### src/rtl/zaq_pkg.sv
package zaq_pkg;

   // group count code carried on nreg_i
   typedef enum logic [1:0] {
      NREG_X1   = 2'd0,
      NREG_X2   = 2'd1,
      NREG_X4   = 2'd2,
      NREG_RSVD = 2'd3
   } nreg_e;

   localparam int unsigned QUAD_ROWS = 4;
   localparam int unsigned MAX_GROUPS = 4;

   // index of the last group for a given count code
   function automatic logic [1:0] last_group(nreg_e code);
      case (code)
         NREG_X1: last_group = 2'd0;
         NREG_X2: last_group = 2'd1;
         default: last_group = 2'd3;
      endcase
   endfunction

   // log2 of the group count
   function automatic logic [1:0] group_shift(nreg_e code);
      case (code)
         NREG_X1: group_shift = 2'd0;
         NREG_X2: group_shift = 2'd1;
         default: group_shift = 2'd2;
      endcase
   endfunction

endpackage

### src/rtl/zaq_addr_calc.sv
module zaq_addr_calc
   import zaq_pkg::*;
#(
   parameter int unsigned BASE_W      = 32,
   parameter int unsigned ROW_W       = 8,
   parameter int unsigned REG_W       = 5,
   parameter int unsigned OFF_W       = 2,
   parameter bit          MOD_BY_MASK = 1'b1
) (
   input  logic [BASE_W-1:0] base_i,
   input  logic [OFF_W-1:0]  off_fld_i,
   input  nreg_e             nreg_i,
   input  logic [REG_W-1:0]  src_fld_i,
   input  logic [ROW_W:0]    vecs_i,
   output logic [ROW_W-1:0]  start_row_o,
   output logic [ROW_W:0]    stride_o,
   output logic [REG_W-1:0]  src_base_o
);

   localparam int unsigned VEC_W    = ROW_W + 1;
   localparam int unsigned N_SRC_V  = 3;

   logic [OFF_W-1:0]  off_eff;
   logic [BASE_W-1:0] sum_full;
   logic [VEC_W-1:0]  mask;
   logic [ROW_W-1:0]  mod_row;
   logic [REG_W-1:0]  src_cand [N_SRC_V];

   // the multi-group forms carry a single offset bit
   always_comb begin
      if (nreg_i == NREG_X1) off_eff = off_fld_i;
      else                   off_eff = {{(OFF_W-1){1'b0}}, off_fld_i[0]};
   end

   assign sum_full = base_i + (BASE_W'(off_eff) << 2);
   assign stride_o = vecs_i >> group_shift(nreg_i);
   assign mask     = stride_o - VEC_W'(1);

   generate
      if (MOD_BY_MASK) begin : g_mod_mask
         // stride is a power of two: modulo is a bit mask
         assign mod_row = ROW_W'(sum_full & BASE_W'(mask));
      end else begin : g_mod_div
         assign mod_row = (stride_o == '0) ? '0
                        : ROW_W'(sum_full % BASE_W'(stride_o));
      end
   endgenerate

   // force the start down to a quad boundary
   assign start_row_o = mod_row & ~ROW_W'(QUAD_ROWS - 1);

   // first source register: field scaled by the group count
   generate
      for (genvar k = 0; k < N_SRC_V; k++) begin : g_src
         assign src_cand[k] =
            (src_fld_i & REG_W'((1 << (REG_W - k)) - 1)) << k;
      end
   endgenerate

   assign src_base_o = src_cand[group_shift(nreg_i)];

endmodule

### src/rtl/zaq_step_ctr.sv
module zaq_step_ctr
   import zaq_pkg::*;
#(
   parameter int unsigned SUB_W = 2,
   parameter int unsigned GRP_W = 2
) (
   input  logic             clk_i,
   input  logic             rst_ni,
   input  logic             req_i,
   input  logic             ok_i,
   input  logic [GRP_W-1:0] last_grp_i,
   output logic             take_o,
   output logic             busy_o,
   output logic             adv_o,
   output logic [GRP_W-1:0] grp_o,
   output logic [SUB_W-1:0] sub_o,
   output logic             done_o
);

   logic             busy_q;
   logic             done_q;
   logic [GRP_W-1:0] grp_q;
   logic [GRP_W-1:0] last_q;
   logic [SUB_W-1:0] sub_q;
   logic             quad_end;
   logic             final_step;

   assign take_o     = req_i && ok_i && !busy_q;
   assign quad_end   = busy_q && (sub_q == '1);
   assign final_step = quad_end && (grp_q == last_q);
   assign adv_o      = quad_end && !final_step;

   always_ff @(posedge clk_i or negedge rst_ni) begin
      if (!rst_ni) begin
         busy_q <= 1'b0;
         done_q <= 1'b0;
         grp_q  <= '0;
         sub_q  <= '0;
         last_q <= '0;
      end else begin
         done_q <= final_step;
         if (take_o) begin
            busy_q <= 1'b1;
            grp_q  <= '0;
            sub_q  <= '0;
            last_q <= last_grp_i;
         end else if (busy_q) begin
            sub_q <= sub_q + 1'b1;
            if (quad_end) grp_q <= grp_q + 1'b1;
            if (final_step) busy_q <= 1'b0;
         end
      end
   end

   assign busy_o = busy_q;
   assign grp_o  = grp_q;
   assign sub_o  = sub_q;
   assign done_o = done_q;

   AST_BUSY_RUNS_ON: assert property (@(posedge clk_i) disable iff (!rst_ni)
      busy_q && !final_step |=> busy_q && (sub_q == $past(sub_q) + 1'b1));
   AST_RSVD_IGNORED: assert property (@(posedge clk_i) disable iff (!rst_ni)
      !busy_q && req_i && !ok_i |=> !busy_q && !done_q);
   AST_DONE_AFTER_LAST: assert property (@(posedge clk_i) disable iff (!rst_ni)
      final_step |=> done_q && $past(busy_q));

endmodule

### src/rtl/zaq_row_track.sv
module zaq_row_track #(
   parameter int unsigned ROW_W = 8,
   parameter int unsigned REG_W = 5
) (
   input  logic             clk_i,
   input  logic             rst_ni,
   input  logic             take_i,
   input  logic             adv_i,
   input  logic [ROW_W-1:0] start_row_i,
   input  logic [ROW_W:0]   stride_i,
   input  logic [REG_W-1:0] src_base_i,
   output logic [ROW_W-1:0] row_base_o,
   output logic [REG_W-1:0] src_o
);

   logic [ROW_W-1:0] row_base_q;
   logic [ROW_W:0]   stride_q;
   logic [REG_W-1:0] src_q;

   always_ff @(posedge clk_i or negedge rst_ni) begin
      if (!rst_ni) begin
         row_base_q <= '0;
         stride_q   <= '0;
         src_q      <= '0;
      end else if (take_i) begin
         row_base_q <= start_row_i;
         stride_q   <= stride_i;
         src_q      <= src_base_i;
      end else if (adv_i) begin
         row_base_q <= ROW_W'({1'b0, row_base_q} + stride_q);
         src_q      <= src_q + 1'b1;
      end
   end

   assign row_base_o = row_base_q;
   assign src_o      = src_q;

   AST_GROUP_STRIDE: assert property (@(posedge clk_i) disable iff (!rst_ni)
      adv_i && !take_i |=> row_base_q == ROW_W'({1'b0, $past(row_base_q)} + stride_q));
   AST_SRC_NEXT: assert property (@(posedge clk_i) disable iff (!rst_ni)
      adv_i && !take_i |=> src_q == $past(src_q) + 1'b1);

endmodule

### src/rtl/zaq_row_seq.sv
module zaq_row_seq
   import zaq_pkg::*;
#(
   parameter int unsigned BASE_W      = 32,
   parameter int unsigned MAX_VECS    = 256,
   parameter int unsigned MIN_VECS    = 16,
   parameter int unsigned REG_W       = 5,
   parameter int unsigned OFF_W       = 2,
   parameter bit          MOD_BY_MASK = 1'b1,
   localparam int unsigned ROW_W      = $clog2(MAX_VECS),
   localparam int unsigned VEC_W      = ROW_W + 1,
   localparam int unsigned SUB_W      = $clog2(QUAD_ROWS),
   localparam int unsigned GRP_W      = $clog2(MAX_GROUPS)
) (
   input  logic              clk_i,
   input  logic              rst_ni,
   input  logic              start_i,
   input  logic [BASE_W-1:0] vsel_base_i,
   input  logic [OFF_W-1:0]  off_fld_i,
   input  logic [1:0]        nreg_i,
   input  logic [REG_W-1:0]  src_fld_i,
   input  logic [VEC_W-1:0]  za_vecs_i,
   output logic              vld_o,
   output logic [ROW_W-1:0]  row_o,
   output logic [REG_W-1:0]  src_o,
   output logic [SUB_W-1:0]  sub_o,
   output logic              done_o
);

   // elaboration-time parameter checks
   generate
      if ((MAX_VECS & (MAX_VECS - 1)) != 0) begin : g_bad_max
         $error("MAX_VECS must be a power of two");
      end
      if (MIN_VECS < MAX_GROUPS * QUAD_ROWS || MIN_VECS > MAX_VECS) begin : g_bad_min
         $error("MIN_VECS must hold four quads and not exceed MAX_VECS");
      end
      if (BASE_W < ROW_W) begin : g_bad_base
         $error("BASE_W narrower than the row address");
      end
      if (REG_W < 3 || OFF_W < 1) begin : g_bad_fld
         $error("field widths too small");
      end
   endgenerate

   nreg_e            code;
   logic [ROW_W-1:0] start_row;
   logic [VEC_W-1:0] stride;
   logic [REG_W-1:0] src_base;
   logic             take;
   logic             busy;
   logic             adv;
   logic [GRP_W-1:0] grp;
   logic [SUB_W-1:0] sub;
   logic [ROW_W-1:0] row_base;

   assign code = nreg_e'(nreg_i);

   zaq_addr_calc #(
      .BASE_W     (BASE_W),
      .ROW_W      (ROW_W),
      .REG_W      (REG_W),
      .OFF_W      (OFF_W),
      .MOD_BY_MASK(MOD_BY_MASK)
   ) u_addr (
      .base_i     (vsel_base_i),
      .off_fld_i  (off_fld_i),
      .nreg_i     (code),
      .src_fld_i  (src_fld_i),
      .vecs_i     (za_vecs_i),
      .start_row_o(start_row),
      .stride_o   (stride),
      .src_base_o (src_base)
   );

   zaq_step_ctr #(
      .SUB_W(SUB_W),
      .GRP_W(GRP_W)
   ) u_ctr (
      .clk_i     (clk_i),
      .rst_ni    (rst_ni),
      .req_i     (start_i),
      .ok_i      (code != NREG_RSVD),
      .last_grp_i(GRP_W'(last_group(code))),
      .take_o    (take),
      .busy_o    (busy),
      .adv_o     (adv),
      .grp_o     (grp),
      .sub_o     (sub),
      .done_o    (done_o)
   );

   zaq_row_track #(
      .ROW_W(ROW_W),
      .REG_W(REG_W)
   ) u_track (
      .clk_i      (clk_i),
      .rst_ni     (rst_ni),
      .take_i     (take),
      .adv_i      (adv),
      .start_row_i(start_row),
      .stride_i   (stride),
      .src_base_i (src_base),
      .row_base_o (row_base),
      .src_o      (src_o)
   );

   assign vld_o = busy;
   assign sub_o = sub;
   assign row_o = row_base + ROW_W'(sub);

   AST_VLD_DONE_EXCL: assert property (@(posedge clk_i) disable iff (!rst_ni)
      done_o |-> !vld_o);
   AST_DONE_SINGLE: assert property (@(posedge clk_i) disable iff (!rst_ni)
      done_o |=> !done_o);
   AST_ROW_INCR: assert property (@(posedge clk_i) disable iff (!rst_ni)
      vld_o && (sub_o != '0) |-> row_o == $past(row_o) + 1'b1);
   AST_FIRST_ROW_QUAD: assert property (@(posedge clk_i) disable iff (!rst_ni)
      vld_o && !$past(vld_o) |-> (row_o[1:0] == 2'b00) && (sub_o == '0));
   AST_GROUP_ZERO_FIRST: assert property (@(posedge clk_i) disable iff (!rst_ni)
      vld_o && !$past(vld_o) |-> grp == '0);
   AST_VECS_POW2: assert property (@(posedge clk_i) disable iff (!rst_ni)
      start_i && !vld_o |-> $onehot(za_vecs_i));

endmodule

### config.mk
export PLATFORM = sky130hd
export DESIGN_NAME = zaq_row_seq
export DESIGN_NICKNAME = d
export VERILOG_FILES = /design/src/rtl/zaq_pkg.sv /design/src/rtl/zaq_addr_calc.sv /design/src/rtl/zaq_step_ctr.sv /design/src/rtl/zaq_row_track.sv /design/src/rtl/zaq_row_seq.sv
export SDC_FILE = /design/constraint.sdc
export NUM_CORES = 1
export LEC_CHECK = 0
export BUFFER_PORTS_ARGS = -buffer_cell sky130_fd_sc_hd__buf_4
export CAP_MARGIN = 10
export CORE_MARGIN = 3
export CORE_UTILIZATION = 41
export CTS_CLUSTER_SIZE = 28
export DETAILED_ROUTE_END_ITERATION = 10
export PLACE_DENSITY = 0.69
export SLEW_MARGIN = 20
export SYNTH_ARGS = -nofsm -noshare
export SYNTH_HDL_FRONTEND = slang
export SYNTH_SLANG_ARGS = --single-unit
### constraint.sdc
create_clock -name clk_i -period 1.8 [get_ports clk_i]
set_input_delay 0.18 -clock clk_i [delete_from_list [all_inputs] [get_ports clk_i]]
set_output_delay 0.18 -clock clk_i [all_outputs]
set_load 0.005 [all_outputs]
After elaboration in Yosys (flattened, before gate mapping)
Cells that the tools add are included.

operators by class
  add/sub/neg operators = 7
  multipliers = 0
  divide/modulo/power cells = 0
  magnitude comparators = 1
  eq/ne operators = 4
  shift-type cells = 1
  mux-type cells = 18
  bitwise logic cells = 2
  reduce and logical (&&, ||, !) cells = 12

operators by type and width
  kind                                                                 number
  5-bit 2-to-1 mux                                                     4
  8-bit 2-to-1 mux                                                     2
  2-bit 2-to-1 mux                                                     6
  5-bit binary-select mux with 2-bit select                            1
  9-bit by 2-bit right shift with 8-bit output                         1
  8-bit by 2-bit adder with 8-bit output                               1
  8-bit by 4-bit adder with 8-bit output                               1
  8-bit adder                                                          1
  8-bit bitwise AND                                                    1
  2-bit one-hot mux with 2 select lines                                2
  8-bit by 1-bit subtractor with 8-bit output (second input constant)  1
  2-bit nonzero test                                                   3
  5-bit by 1-bit adder with 5-bit output (second input constant)       1
  1-bit logical AND                                                    5
  2-bit by 1-bit adder with 2-bit output (second input constant)       2
  3-bit greater-or-equal comparator (second input constant)            1
  1-bit 2-to-1 mux                                                     3
  2-bit inverter with 3-bit output                                     1
  2-bit by 1-bit == test with 1-bit output (second input constant)     1
  2-bit == test                                                        1
  2-bit == test (second input constant)                                1
  1-bit logical NOT                                                    2
  2-bit logical NOT                                                    1
  2-bit != test (second input constant)                                1
  2-bit AND reduction                                                  1

storage, ports and cells
  register bits = 29
  latch bits = 0
  RAM bits = 0
  memory bits (read-only) = 0
  bits of input ports = 53
  output and inout bits = 17
  word-level logic and storage cells = 53
  memories kept = 0

Depth between registers and ports, before layout
Gate-level depths: netlist of run 1.

  depth in word-level cells = 7
  mapped depth = 11
  depth with buffers taken out = 9

By module
From an unflattened synthesis of run 1, not the netlist that was laid out.

unflattened totals
  cell total of the unflattened synthesis = 265
  area total of the unflattened synthesis = 2401.1 um^2

by module, submodules not included
  module         instances  cells each  area each (um^2)  sequential area each (um^2)
  zaq_row_track  1          129         1282.5            525.5
  zaq_addr_calc  1          80          538.0             0.0
  zaq_step_ctr   1          32          409.1             200.2
  zaq_row_seq    1          24          171.4             0.0

Least setup slack after synthesis of run 1
OpenSTA, ideal clock, no wires.

  path type = input to register
  start point = input port nreg_i[1]
  end point = register u_track.row_base_q[7], in the netlist u_track.row_base_o[7]
  setup time = 0.083 ns
  arrival = 1.897 ns
  data required time = 1.717 ns
  path slack = -0.181 ns
  stages on the path = 11
  path buffers = 3
  cells stage by stage = buf_4 buf_2 clkbuf_1 nor2_1 and2_1 ha_1 a21o_1 nand4_1 xnor2_1 nand2_1 o22ai_1

on the way
  cells in the longest elaborated chain, start to end = 6
  elaborated cells between the ends (all ways) = 13
  those cells by class = 2 x add/sub; 2 x eq/ne; 1 x shift; 3 x mux; 1 x bitwise; 4 x reduce/logical

ends and longest elaborated chain
  element                                                                               line                                text
  start, declared                                                                       zaq_row_seq.sv:20                   input logic [1:0] nreg_i,
  2-bit by 1-bit == test with 1-bit output / 2-bit logical NOT (equally long branches)  zaq_pkg.sv:25, zaq_addr_calc.sv:31
  2-bit one-hot mux with 2 select lines                                                 zaq_pkg.sv:25                       case (code)
  9-bit by 2-bit right shift with 8-bit output                                          zaq_addr_calc.sv:36                 assign stride_o = vecs_i >> group_shift(nreg_i);
  8-bit by 1-bit subtractor with 8-bit output                                           zaq_addr_calc.sv:37                 assign mask = stride_o - VEC_W'(1);
  8-bit bitwise AND                                                                     zaq_addr_calc.sv:42                 assign mod_row = ROW_W'(sum_full & BASE_W'(mask));
  8-bit 2-to-1 mux                                                                      zaq_row_track.sv:25                 end else if (take_i) begin
  end signal, assigned                                                                  zaq_row_track.sv:26                 row_base_q <= start_row_i;
  end signal, assigned                                                                  zaq_row_track.sv:30                 row_base_q <= ROW_W'({1'b0, row_base_q} + stride_q);
  end, declared                                                                         zaq_row_track.sv:16                 logic [ROW_W-1:0] row_base_q;

Parallel ways exist; a longest one is shown, timed or not.
A chain may end at the register's enable or synchronous reset.

Worst setup path after layout of run 1
  start point = register u_track.row_base_q[0], in the netlist u_track.row_base_o[0]
  end point = register u_track.row_base_q[6], in the netlist u_track.row_base_o[6]

on the way
  cells in the longest elaborated chain, start to end = 3

ends and longest elaborated chain
  element           line                 text
  8-bit adder       zaq_row_track.sv:30
  8-bit 2-to-1 mux  zaq_row_track.sv:29  end else if (adv_i) begin
  8-bit 2-to-1 mux  zaq_row_track.sv:25

No other way between the ends. The select of a mux whose other input is x is not followed.

==> flow_summary.json, run 1 <==
{
  "htree_num_levels": 2,
  "synth_top_cell_area_share_pct": 33.0,
  "cp-end-kind": "flop",
  "clkSinkCount": 29,
  "synth_area_leaders": "dfrtp_1, ha_1, mux2i_1",
  "drt-pass1-iter-count": 4,
  "fmax_mhz": 503,
  "gp_congestion": 0.855,
  "slew_viol_final": 0,
  "die_h_um": 79.2,
  "coreArea_um2": 5140,
  "antenna_found_initial": 0,
  "synth_flop_cell": "dfrtp_1",
  "synth_cells": 254,
  "antenna_cells": 0,
  "grt_pass1_vias": 1899,
  "dieWidth_um": 79.2,
  "nNetsFinal": 390,
  "tightestPinTransition_ns": 0.372,
  "relSlewSlack_pct": 75.2,
  "p_leak_nw": 1.39,
  "required_ns": 2.01,
  "cp_max_fo": 2,
  "cts_buffers": 5,
  "crit_chain": "buf_4, ha_4, inv_1, fa_2, nor2b_2, o21ai_2, a21oi_2, nor3_1, or3b_1, a21oi_1",
  "skew_ns": 0.00804,
  "synth_cell_type_count": 39,
  "holdWs_ns": 0.156,
  "grt_max_degree": 30,
  "hold_class": "in -> reg",
  "post_drt_wl_per_cell_um": 13.1,
  "status": "complete, but fails checks",
  "grt_usage_pct": 17.3,
  "drc": 0,
  "grt_setup_unrepaired": "true",
  "synth-edff-count": 0,
  "syn_avg_cell_area_um2": 8.65,
  "setup_viol": 8,
  "clock_path_buffers": 2,
  "crit_path_start_kind": "flop",
  "ys_seq_area_share_pct": 33.0,
  "clk_latency_ns": 0.28,
  "final_area_um2": 3070,
  "layout_min_cycle_time_ns": 1.99,
  "tritoncts": "done",
  "slowest_stage": "dfrtp_1",
  "fp.dieArea_um2": 6270,
  "mappedNetlistNets": 323,
  "finalWorstSetupSlack_ns": -0.190,
  "setup_tns_ns": -1.08,
  "min_period_over_period_pct": 111,
  "cts.clk_slew.worst_paths_ns": 0.07,
  "pin_count": 70,
  "floorplan.rows": 26,
  "vias_per_cell": 5.05,
  "num_vias": 1978,
  "synth_top_area_cell": "dfrtp_1",
  "drive_gt1_share_pct": 34.8,
  "place_inst": 376,
  "violations": "negative setup slack",
  "ys_warn_count": 0,
  "wirelength_um": 5120,
  "grt_pass1_wl_um": 8540,
  "start_util_pct": 42.7,
  "async_flop_share_pct": 100,
  "netlist_area_um2": 2200,
  "hpwl_um": 3820,
  "hold_viol_final": 0,
  "cts_root_buffer": "clkbuf_8",
  "p_per_area_nw_per_um2": 1700,
  "cap_viol_max_count": 0,
  "path_class": "reg -> reg",
  "placed_cell_area_um2": 2710,
  "cp.arrival_ns": 2.20,
  "final_cells": 392,
  "antenna_left": 0,
  "syn_to_final_growth_pct": 39.9,
  "port_buffers": 43,
  "drt_iter0_drc": 113,
  "ir_drop_mv": 0.578,
  "gr-total-overflow": 0,
  "synth-seq-cells": 29,
  "critPathMaxStageDelay_ns": 0.36
}
per-layer routing:
layer	share of wire, %	up-vias	track usage (%)
li1	-	1020	-
met1	47	911	23.4
met2	48	41	27.0
met3	3.2	6	2.38
met4	2.0	0	8.76
met5	0	-	0
power by group:
| part | internal (W) | leakage, nW | total, W | switching, W |
|---|---|---|---|---|
| Clock | 0.000550 | 0.0681 | 0.000807 | 0.000257 |
| Sequential | 0.000982 | 0.352 | 0.00126 | 0.000282 |
| Combinational | 0.00164 | 0.968 | 0.00314 | 0.00150 |
| Total | 0.00318 | 1.39 | 0.00521 | 0.00203 |
layout by cell type, fill, tap and decap left out, types with 3 or more instances in the layout:
| master | instances |
|---|---|
| a21o_1 | 3 |
| o21ai_0 | 5 |
| clkbuf_8 | 5 |
| nand4_1 | 5 |
| nor3_1 | 4 |
| buf_6 | 4 |
| nor2_1 | 18 |
| mux2i_1 | 16 |
| a211oi_1 | 3 |
| nand3_1 | 8 |
| buf_4 | 64 |
| inv_1 | 7 |
| xor2_1 | 8 |
| xnor2_1 | 15 |
| nand2_1 | 40 |
| ha_4 | 4 |
| ha_1 | 8 |
| a21oi_1 | 17 |
| o21ai_1 | 12 |
| a21oi_2 | 5 |
| dfrtp_1 | 28 |
stage by stage:
stage	total power (W)	util, %	setup slack (ns)
finish	0.00521	59.8	-0.190
global route	0.00565	59.8	-0.290
CTS	0.00499	58.2	-0.233
detailed placement	0.00390	52.8	-0.105
global placement	0.00380	52.8	-0.0694
floorplan	0.00283	-	0.000364
cell families (layout without fill, tap and decap cells):
logic type / after synthesis / after routing / synth area share (%)
XOR/XNOR: 25 / 25 / 9.97
AND/OR/NAND/NOR: 91 / 91 / 19.4
buffers and inverters: 18 / 86 / 3.99
multiplexers: 18 / 18 / 8.31
flip-flops: 29 / 29 / 33.0
adder cells (fa/ha/maj): 16 / 16 / 10.1
AO/OA/AOI/OAI: 57 / 57 / 15.1
critical path, delay by kind of cell, from the launching register on:
kind | cells | cell delay [ns]
adder cells (fa/ha/maj) | 2 | 0.48
flip-flops | 1 | 0.36
AND/OR/NAND/NOR | 3 | 0.53
AO/OA/AOI/OAI | 3 | 0.35
buffers and inverters | 2 | 0.17
area by class of cell:
| class | count | area, um2 |
|---|---|---|
| flip-flops and latches | 29 | 727 |
| repair buffers | 70 | 556 |
| multi-input cells | 207 | 1540 |
| clock inverters | 3 | 65.1 |
| inverters | 8 | 30.0 |
| well taps | 70 | 87.6 |
| fillers | 471 | 2070 |
| clock buffers | 5 | 68.8 |
cell usage after synthesis (all sizes together) (3+ instances only):
cell	number
inv	8
clkbuf	3
nand3	10
o21ai	19
buf	7
a21o	3
nor3	4
a211oi	3
fa	3
xor2	8
mux2i	16
ha	13
nand2	41
a21oi	24
nand4	5
xnor2	17
dfrtp	29
nor2	21
repair_timing:
item                                    4_1_cts  5_1_grt
hold buffers                                  1        0
buffers inserted                              4        3
endpoints found under the setup margin        8       12
pin swaps                                    13       12
gates cloned                                  0        0
gates resized for setup                      21       12
hold endpoints to repair                     29        0
worst paths after layout:
path                                               to  slack (ns)  depth (start not counted)                   from
worst max-delay path            u_track.row_base_o[6]       -0.19                         10  u_track.row_base_o[0]
worst min-delay path                 u_track.src_o[0]        0.16                          3           src_fld_i[0]
worst max register to register  u_track.row_base_o[6]       -0.19                         10  u_track.row_base_o[0]
worst min register to register         u_ctr.grp_o[1]        0.49                          1         u_ctr.grp_o[1]
max in group asynchronous              u_ctr.sub_o[1]        1.15                          2                 rst_ni
min in group asynchronous       u_track.row_base_o[6]        0.36                          2                 rst_ni
registers in the layout, indices dropped and copies added (netlist names):
register            flops
u_track.row_base_o      8
u_track.stride_q        8
u_track.src_o           5
u_ctr.grp_o             2
u_ctr.last_q            2
u_ctr.sub_o             2
u_ctr.busy_o            1
u_ctr.done_o            1
(Power assumes the default switching activity.)
==> run 2: changes to the inputs <==
--- a/config.mk
+++ b/config.mk
@@ -6,7 +6,7 @@
 export NUM_CORES = 1
 export LEC_CHECK = 0
 export BUFFER_PORTS_ARGS = -buffer_cell sky130_fd_sc_hd__buf_4
-export CAP_MARGIN = 10
+export CAP_MARGIN = 15
 export CORE_MARGIN = 3
 export CORE_UTILIZATION = 41
 export CTS_CLUSTER_SIZE = 28
@@ -16,3 +16,4 @@
 export SYNTH_ARGS = -nofsm -noshare
 export SYNTH_HDL_FRONTEND = slang
 export SYNTH_SLANG_ARGS = --single-unit
+export TNS_END_PERCENT = 10
==> run 2 against run 1 <==
- the run still ends with negative setup slack left
- routed wire length down 2.7%
- total power fell by 4.8%
- first-iteration DRC count down 5.3%
- via count down 1.0%
- utilization shrank 2.4 points
- hold slack better by 0.00092 ns
- clock skew about the same
- design area shrank 3.9%
- critical path type unchanged
- largest cell class unchanged
- highest routed layer unchanged
==> flow_summary.json, run 2 (synthesis gave the netlist of run 1 again) <==
{
  "clockPowerShare_pct": 16.2,
  "p_int_w": 0.00304,
  "reg2reg_to": "u_track.row_base_o[6]",
  "start_util_pct": 42.7,
  "htree_num_levels": 2,
  "fmax_mhz": 496,
  "use_met1_pct": 22.9,
  "drc": 0,
  "layout_min_cycle_time_ns": 2.02,
  "port_buffers": 43,
  "cp.arrival_ns": 2.22,
  "pwr-share-comb_pct": 58.7,
  "grt_setup_unrepaired": "true",
  "pin_count": 70,
  "tightestPinTransition_ns": 0.373,
  "cp_max_fo": 2,
  "layout_common_cells": "buf_4, nand2_1, dfrtp_1",
  "crit_chain": "buf_4, ha_2, inv_1, fa_2, nor2b_2, o21ai_2, a21oi_2, nor3_1, or3b_1, a21oi_1",
  "antenna_found_initial": 0,
  "drt-pass1-iter-count": 4,
  "drive_gt1_share_pct": 31.4,
  "wirelength_um": 4980,
  "top_usage_layer": "met2",
  "hpwl_um": 3820,
  "crit_path_start_kind": "flop",
  "swShare_pct": 38.7,
  "tritoncts": "done",
  "antenna_left": 0,
  "required_ns": 2.01,
  "floorplan.rows": 26,
  "gr-total-overflow": 0,
  "p_switching_w": 0.00192,
  "ir_drop_mv": 0.663,
  "coreArea_um2": 5140,
  "cp-end-kind": "flop",
  "post_drt_wl_per_cell_um": 12.8,
  "num_vias": 1958,
  "p_seq_share_pct": 25.0,
  "status": "complete, but fails checks",
  "p_leak_nw": 1.36,
  "met3_usage_pct": 2.38,
  "cpLargestDelayFamily": "simple AND/OR/NAND/NOR gates",
  "setup_viol": 7,
  "clkSinkCount": 29,
  "crit_buf_inv": 2,
  "relSlewSlack_pct": 75.1,
  "grt_pass1_vias": 1907,
  "drt_iter0_drc": 107,
  "dieWidth_um": 79.2,
  "critPathMaxStageDelay_ns": 0.37,
  "grt_usage_pct": 17.1,
  "regToRegSetupSlack_ns": -0.22,
  "finalWorstSetupSlack_ns": -0.217,
  "hold_start": "src_fld_i[0]",
  "p_per_area_nw_per_um2": 1680,
  "violations": "negative setup slack",
  "vias_per_cell": 5.05,
  "gr-usage-met2_pct": 26.9,
  "hold_viol_final": 0,
  "skew_ns": 0.00767,
  "fp.dieArea_um2": 6270,
  "slowest_stage": "dfrtp_1",
  "path_class": "reg -> reg",
  "placed_cell_area_um2": 2710,
  "syn_to_final_growth_pct": 34.4,
  "gp_congestion": 0.855,
  "fillerInstances": 489,
  "timing.rr.start": "u_track.row_base_o[0]",
  "cts_buffers": 5,
  "antenna_cells": 0,
  "rr_worst_depth": 10,
  "power.total_w": 0.00496,
  "die_h_um": 79.2,
  "min_to": "u_track.src_o[0]",
  "nNetsFinal": 386,
  "grt_pass1_wl_um": 8460,
  "final_area_um2": 2950,
  "mostFrequentLayoutCell": "buf_4",
  "clk_latency_ns": 0.28,
  "cts_root_buffer": "clkbuf_8",
  "grt_max_degree": 30,
  "cts.clk_slew.worst_paths_ns": 0.07,
  "cap_viol_max_count": 0,
  "min_period_over_period_pct": 112,
  "hold_depth": 3,
  "hold_class": "in -> reg",
  "slew_viol_final": 0,
  "clock_path_buffers": 2
}
==> run 2: cell types whose count changed in the layout (fill, tap and decap cells not counted), sizes merged <==
| cell | before | now |
|---|---|---|
| buf | 69 | 65 |
==> run 2: what timing repair did <==
action,4_1_cts,5_1_grt
pin swaps,4,5
setup buffers,3,0
endpoints found under the setup margin,8,14
resized for setup,12,7
hold endpoints to repair,29,0
hold buffers,1,0
==> run 2: how the worst max path moves through the flow <==
stage / start / endpoint / slack [ns] / cells past startpoint
finish: u_track.row_base_o[0] / u_track.row_base_o[6] / -0.22 / 10
detailed placement: u_track.stride_q[0] / u_track.row_base_o[6] / -0.11 / 9
CTS: u_track.row_base_o[0] / row_o[6] / -0.23 / 8
floorplan: u_track.row_base_o[0] / u_track.row_base_o[6] / 0.0004 / 9
global placement: u_track.row_base_o[0] / u_track.row_base_o[6] / -0.07 / 9
global route: u_track.row_base_o[0] / row_o[6] / -0.31 / 8
==> run 2: worst reg2reg max path, delay by kind of cell (launching register included) <==
family	cells	cell delay [ns]
buffers and inverters	2	0.17
adders and majority gates	2	0.51
and+or+nand+nor	3	0.53
AOI/OAI and AO/OA	3	0.35
DFF	1	0.37
==> run 2: final cells by class <==
type,instances,area [um2],share of cell area [%]
Timing Repair Buffer,66,518,17.5
Multi-Input combinational cell,207,1460,49.4
Clock buffer,5,68.8,2.33
Clock inverter,3,65.1,2.20
Sequential cell,29,726,24.6
Inverter,8,30.0,1.02
Tap cell,70,87.6,2.97
==> run 2: power by group through the flow <==
stage	Clock, W	Sequential (W)	Combinational, W
floorplan	0	0.00124	0.00159
global placement	0	0.00124	0.00256
detailed placement	0	0.00125	0.00265
CTS	0.000821	0.00124	0.00281
global route	0.000850	0.00129	0.00325
finish	0.000806	0.00124	0.00291
==> run 2: layer usage <==
metal	vias up	wire length [um]
met2	47	2320
met3	6	207
met5	-	0
li1	1010	-
met4	0	103
met1	895	2350
==> run 2: metrics by stage <==
stage / TNS [ns] / utilization [%] / std cells / hold slack [ns] / setup WS [ns]
2_1_floorplan: 0 / - / 254 / -0.116 / 0.000364
3_3_place_gp: -0.140 / 52.8 / 376 / 0.123 / -0.0694
3_5_place_dp: -0.245 / 52.8 / 376 / 0.124 / -0.105
4_1_cts: -0.904 / 56.9 / 388 / 0.148 / -0.234
5_1_grt: -1.73 / 57.4 / 388 / 0.174 / -0.314
6_report: -0.771 / 57.4 / 388 / 0.157 / -0.217
==> run 3: changes to the inputs <==
--- a/config.mk
+++ b/config.mk
@@ -11,7 +11,7 @@
 export CORE_UTILIZATION = 41
 export CTS_CLUSTER_SIZE = 28
 export DETAILED_ROUTE_END_ITERATION = 10
-export PLACE_DENSITY = 0.69
+export PLACE_DENSITY = 0.74
 export SLEW_MARGIN = 20
 export SYNTH_ARGS = -nofsm -noshare
 export SYNTH_HDL_FRONTEND = slang
==> constraint.sdc (replaced) <==
create_clock -name clk_i -period 2.4 [get_ports clk_i]
set_input_delay 0.24 -clock clk_i [delete_from_list [all_inputs] [get_ports clk_i]]
set_output_delay 0.24 -clock clk_i [all_outputs]
set_load 0.005 [all_outputs]
==> run 3 against run 2 <==
- the flow now finishes without violations
- non-clock buffer count decreased by 21
- die area stayed put
- clock skew about the same
- sequential cell count did not move
- clock-buffer cell count increased by 1
- worst setup slack better by 0.48 ns
- utilization is 5.6 points lower
- critical endpoint is now row_o[6]
- sequential share of layout area increased by 2.6 points
- highest routed layer unchanged
==> flow_summary.json, run 3 (synthesis gave the netlist of run 1 again) <==
{
  "status": "finished clean",
  "num_vias": 1855,
  "clk_latency_ns": 0.28,
  "path_class": "reg -> out",
  "power.total_w": 0.00308,
  "floorplan.rows": 26,
  "fmax_mhz": 467,
  "gp_congestion": 0.907,
  "skew_ns": 0.00758,
  "antenna_found_initial": 0,
  "final_cells": 367,
  "fillerInstances": 515,
  "vias_per_cell": 5.05,
  "antenna_left": 0,
  "place_inst": 358,
  "grt_usage_pct": 15.8,
  "nNetsFinal": 365,
  "clkSinkCount": 29,
  "post_drt_wl_per_cell_um": 12.4,
  "layout_min_cycle_time_ns": 2.14,
  "cap_viol_max_count": 0,
  "drc": 0,
  "start_util_pct": 42.7,
  "cpLargestDelayFamily": "adder cells",
  "cp_max_fo": 4,
  "wirelength_um": 4540,
  "hold_class": "in -> reg",
  "drt-pass1-iter-count": 4,
  "cts.clk_slew.worst_paths_ns": 0.06,
  "layout_common_cells": "buf_4, nand2_1, dfrtp_1",
  "syn_to_final_growth_pct": 21.4,
  "min_period_over_period_pct": 89.2,
  "ctsResizeCount": 0,
  "clock_path_buffers": 2,
  "setup_viol": 0,
  "grt_pass1_vias": 1802,
  "crit_path_start_kind": "flop",
  "drt_iter0_drc": 69,
  "grt_pass1_wl_um": 7900,
  "cts_root_buffer": "clkbuf_8",
  "multi_input_area_um2": 1390,
  "p_per_area_nw_per_um2": 1160,
  "crit_buf_inv": 2,
  "hpwl_um": 3530,
  "ir_drop_mv": 0.328,
  "slew_viol_final": 0,
  "cp-end-kind": "output port",
  "tritoncts": "done",
  "cts_buffers": 5,
  "cp.arrival_ns": 1.90,
  "seqCellArea_um2": 726,
  "final_core_util_pct": 51.9,
  "mostFrequentLayoutCell": "buf_4",
  "gr-total-overflow": 0,
  "hold_viol_final": 0,
  "p_leak_nw": 1.22,
  "drive_gt1_share_pct": 20.9,
  "grt_max_degree": 31,
  "htree_num_levels": 2,
  "dieWidth_um": 79.2,
  "relSlewSlack_pct": 55.0,
  "port_buffers": 43,
  "antenna_cells": 0,
  "critPathMaxStageDelay_ns": 0.40,
  "holdWs_ns": 0.220,
  "pin_count": 70,
  "coreArea_um2": 5140,
  "setup_tns_ns": 0,
  "grt_setup_unrepaired": "false",
  "slowest_stage": "dfrtp_1",
  "tightestPinTransition_ns": 0.674,
  "required_ns": 2.16,
  "crit_chain": "ha_1, inv_1, fa_1, nor2b_1, nand4_1, xnor2_1, buf_4",
  "die_h_um": 79.2,
  "fp.dieArea_um2": 6270
}
-- run 3: worst paths after layout --
path,depth (start not counted),from,end,slack [ns]
worst min-delay path,3,src_fld_i[0],u_track.src_o[0],0.22
min in group asynchronous,2,rst_ni,u_track.row_base_o[1],0.42
worst min register to register,2,u_track.stride_q[3],u_track.stride_q[3],0.49
worst max register to register,7,u_track.row_base_o[4],u_track.row_base_o[7],0.30
worst max-delay path,7,u_ctr.sub_o[0],row_o[6],0.26
max in group asynchronous,2,rst_ni,u_track.stride_q[3],1.71
-- run 3: report_power, final --
group          total, W  leakage (nW)  internal (W)  switching, W
clock network  0.000417        0.0512      0.000232      0.000185
logic           0.00168         0.813      0.000848      0.000834
registers      0.000986         0.353      0.000735      0.000251
-- run 3: area by class of cell --
cell class / count / share of cell area [%]
multi-input combinational: 207 / 52.0
sequential: 29 / 27.2
timing repair buffer: 45 / 12.8
tap: 70 / 3.28
clock buffer: 6 / 3.10
inverter: 8 / 1.13
clock inverter: 2 / 0.516
-- run 3: what timing repair did --
| item | in CTS | in global routing |
|---|---|---|
| hold buffers | 1 | 0 |
| buffers inserted | 0 | 0 |
| endpoints found under the hold margin | 29 | 0 |
-- run 3: stage by stage --
stage                     instance area [um2]  worst slack, ns
final                                    2670            0.259
after global routing                     2670           0.0975
after CTS                                2660            0.227
after detailed placement                 2560            0.342
after global placement                   2560            0.398
after floorplan                          2200            0.359
-- run 3: per-layer routing --
metal / global-route usage (%) / wire length (um) / part of all wire [%]
met5: 0 / 0 / 0
met2: 25.3 / 2020 / 45
met3: 3.29 / 195 / 4.3
met1: 20.7 / 2250 / 50
met4: 6.70 / 74 / 1.6
-- run 3: worst reg2reg max path: stages, from the launching register on --
cell and delay (ns):
dfrtp_1 0.45, ha_1 0.40, nand3_1 0.12, o2111ai_1 0.28
a21oi_1 0.11, nor3b_1 0.26, xnor2_1 0.18, o22ai_1 0.13
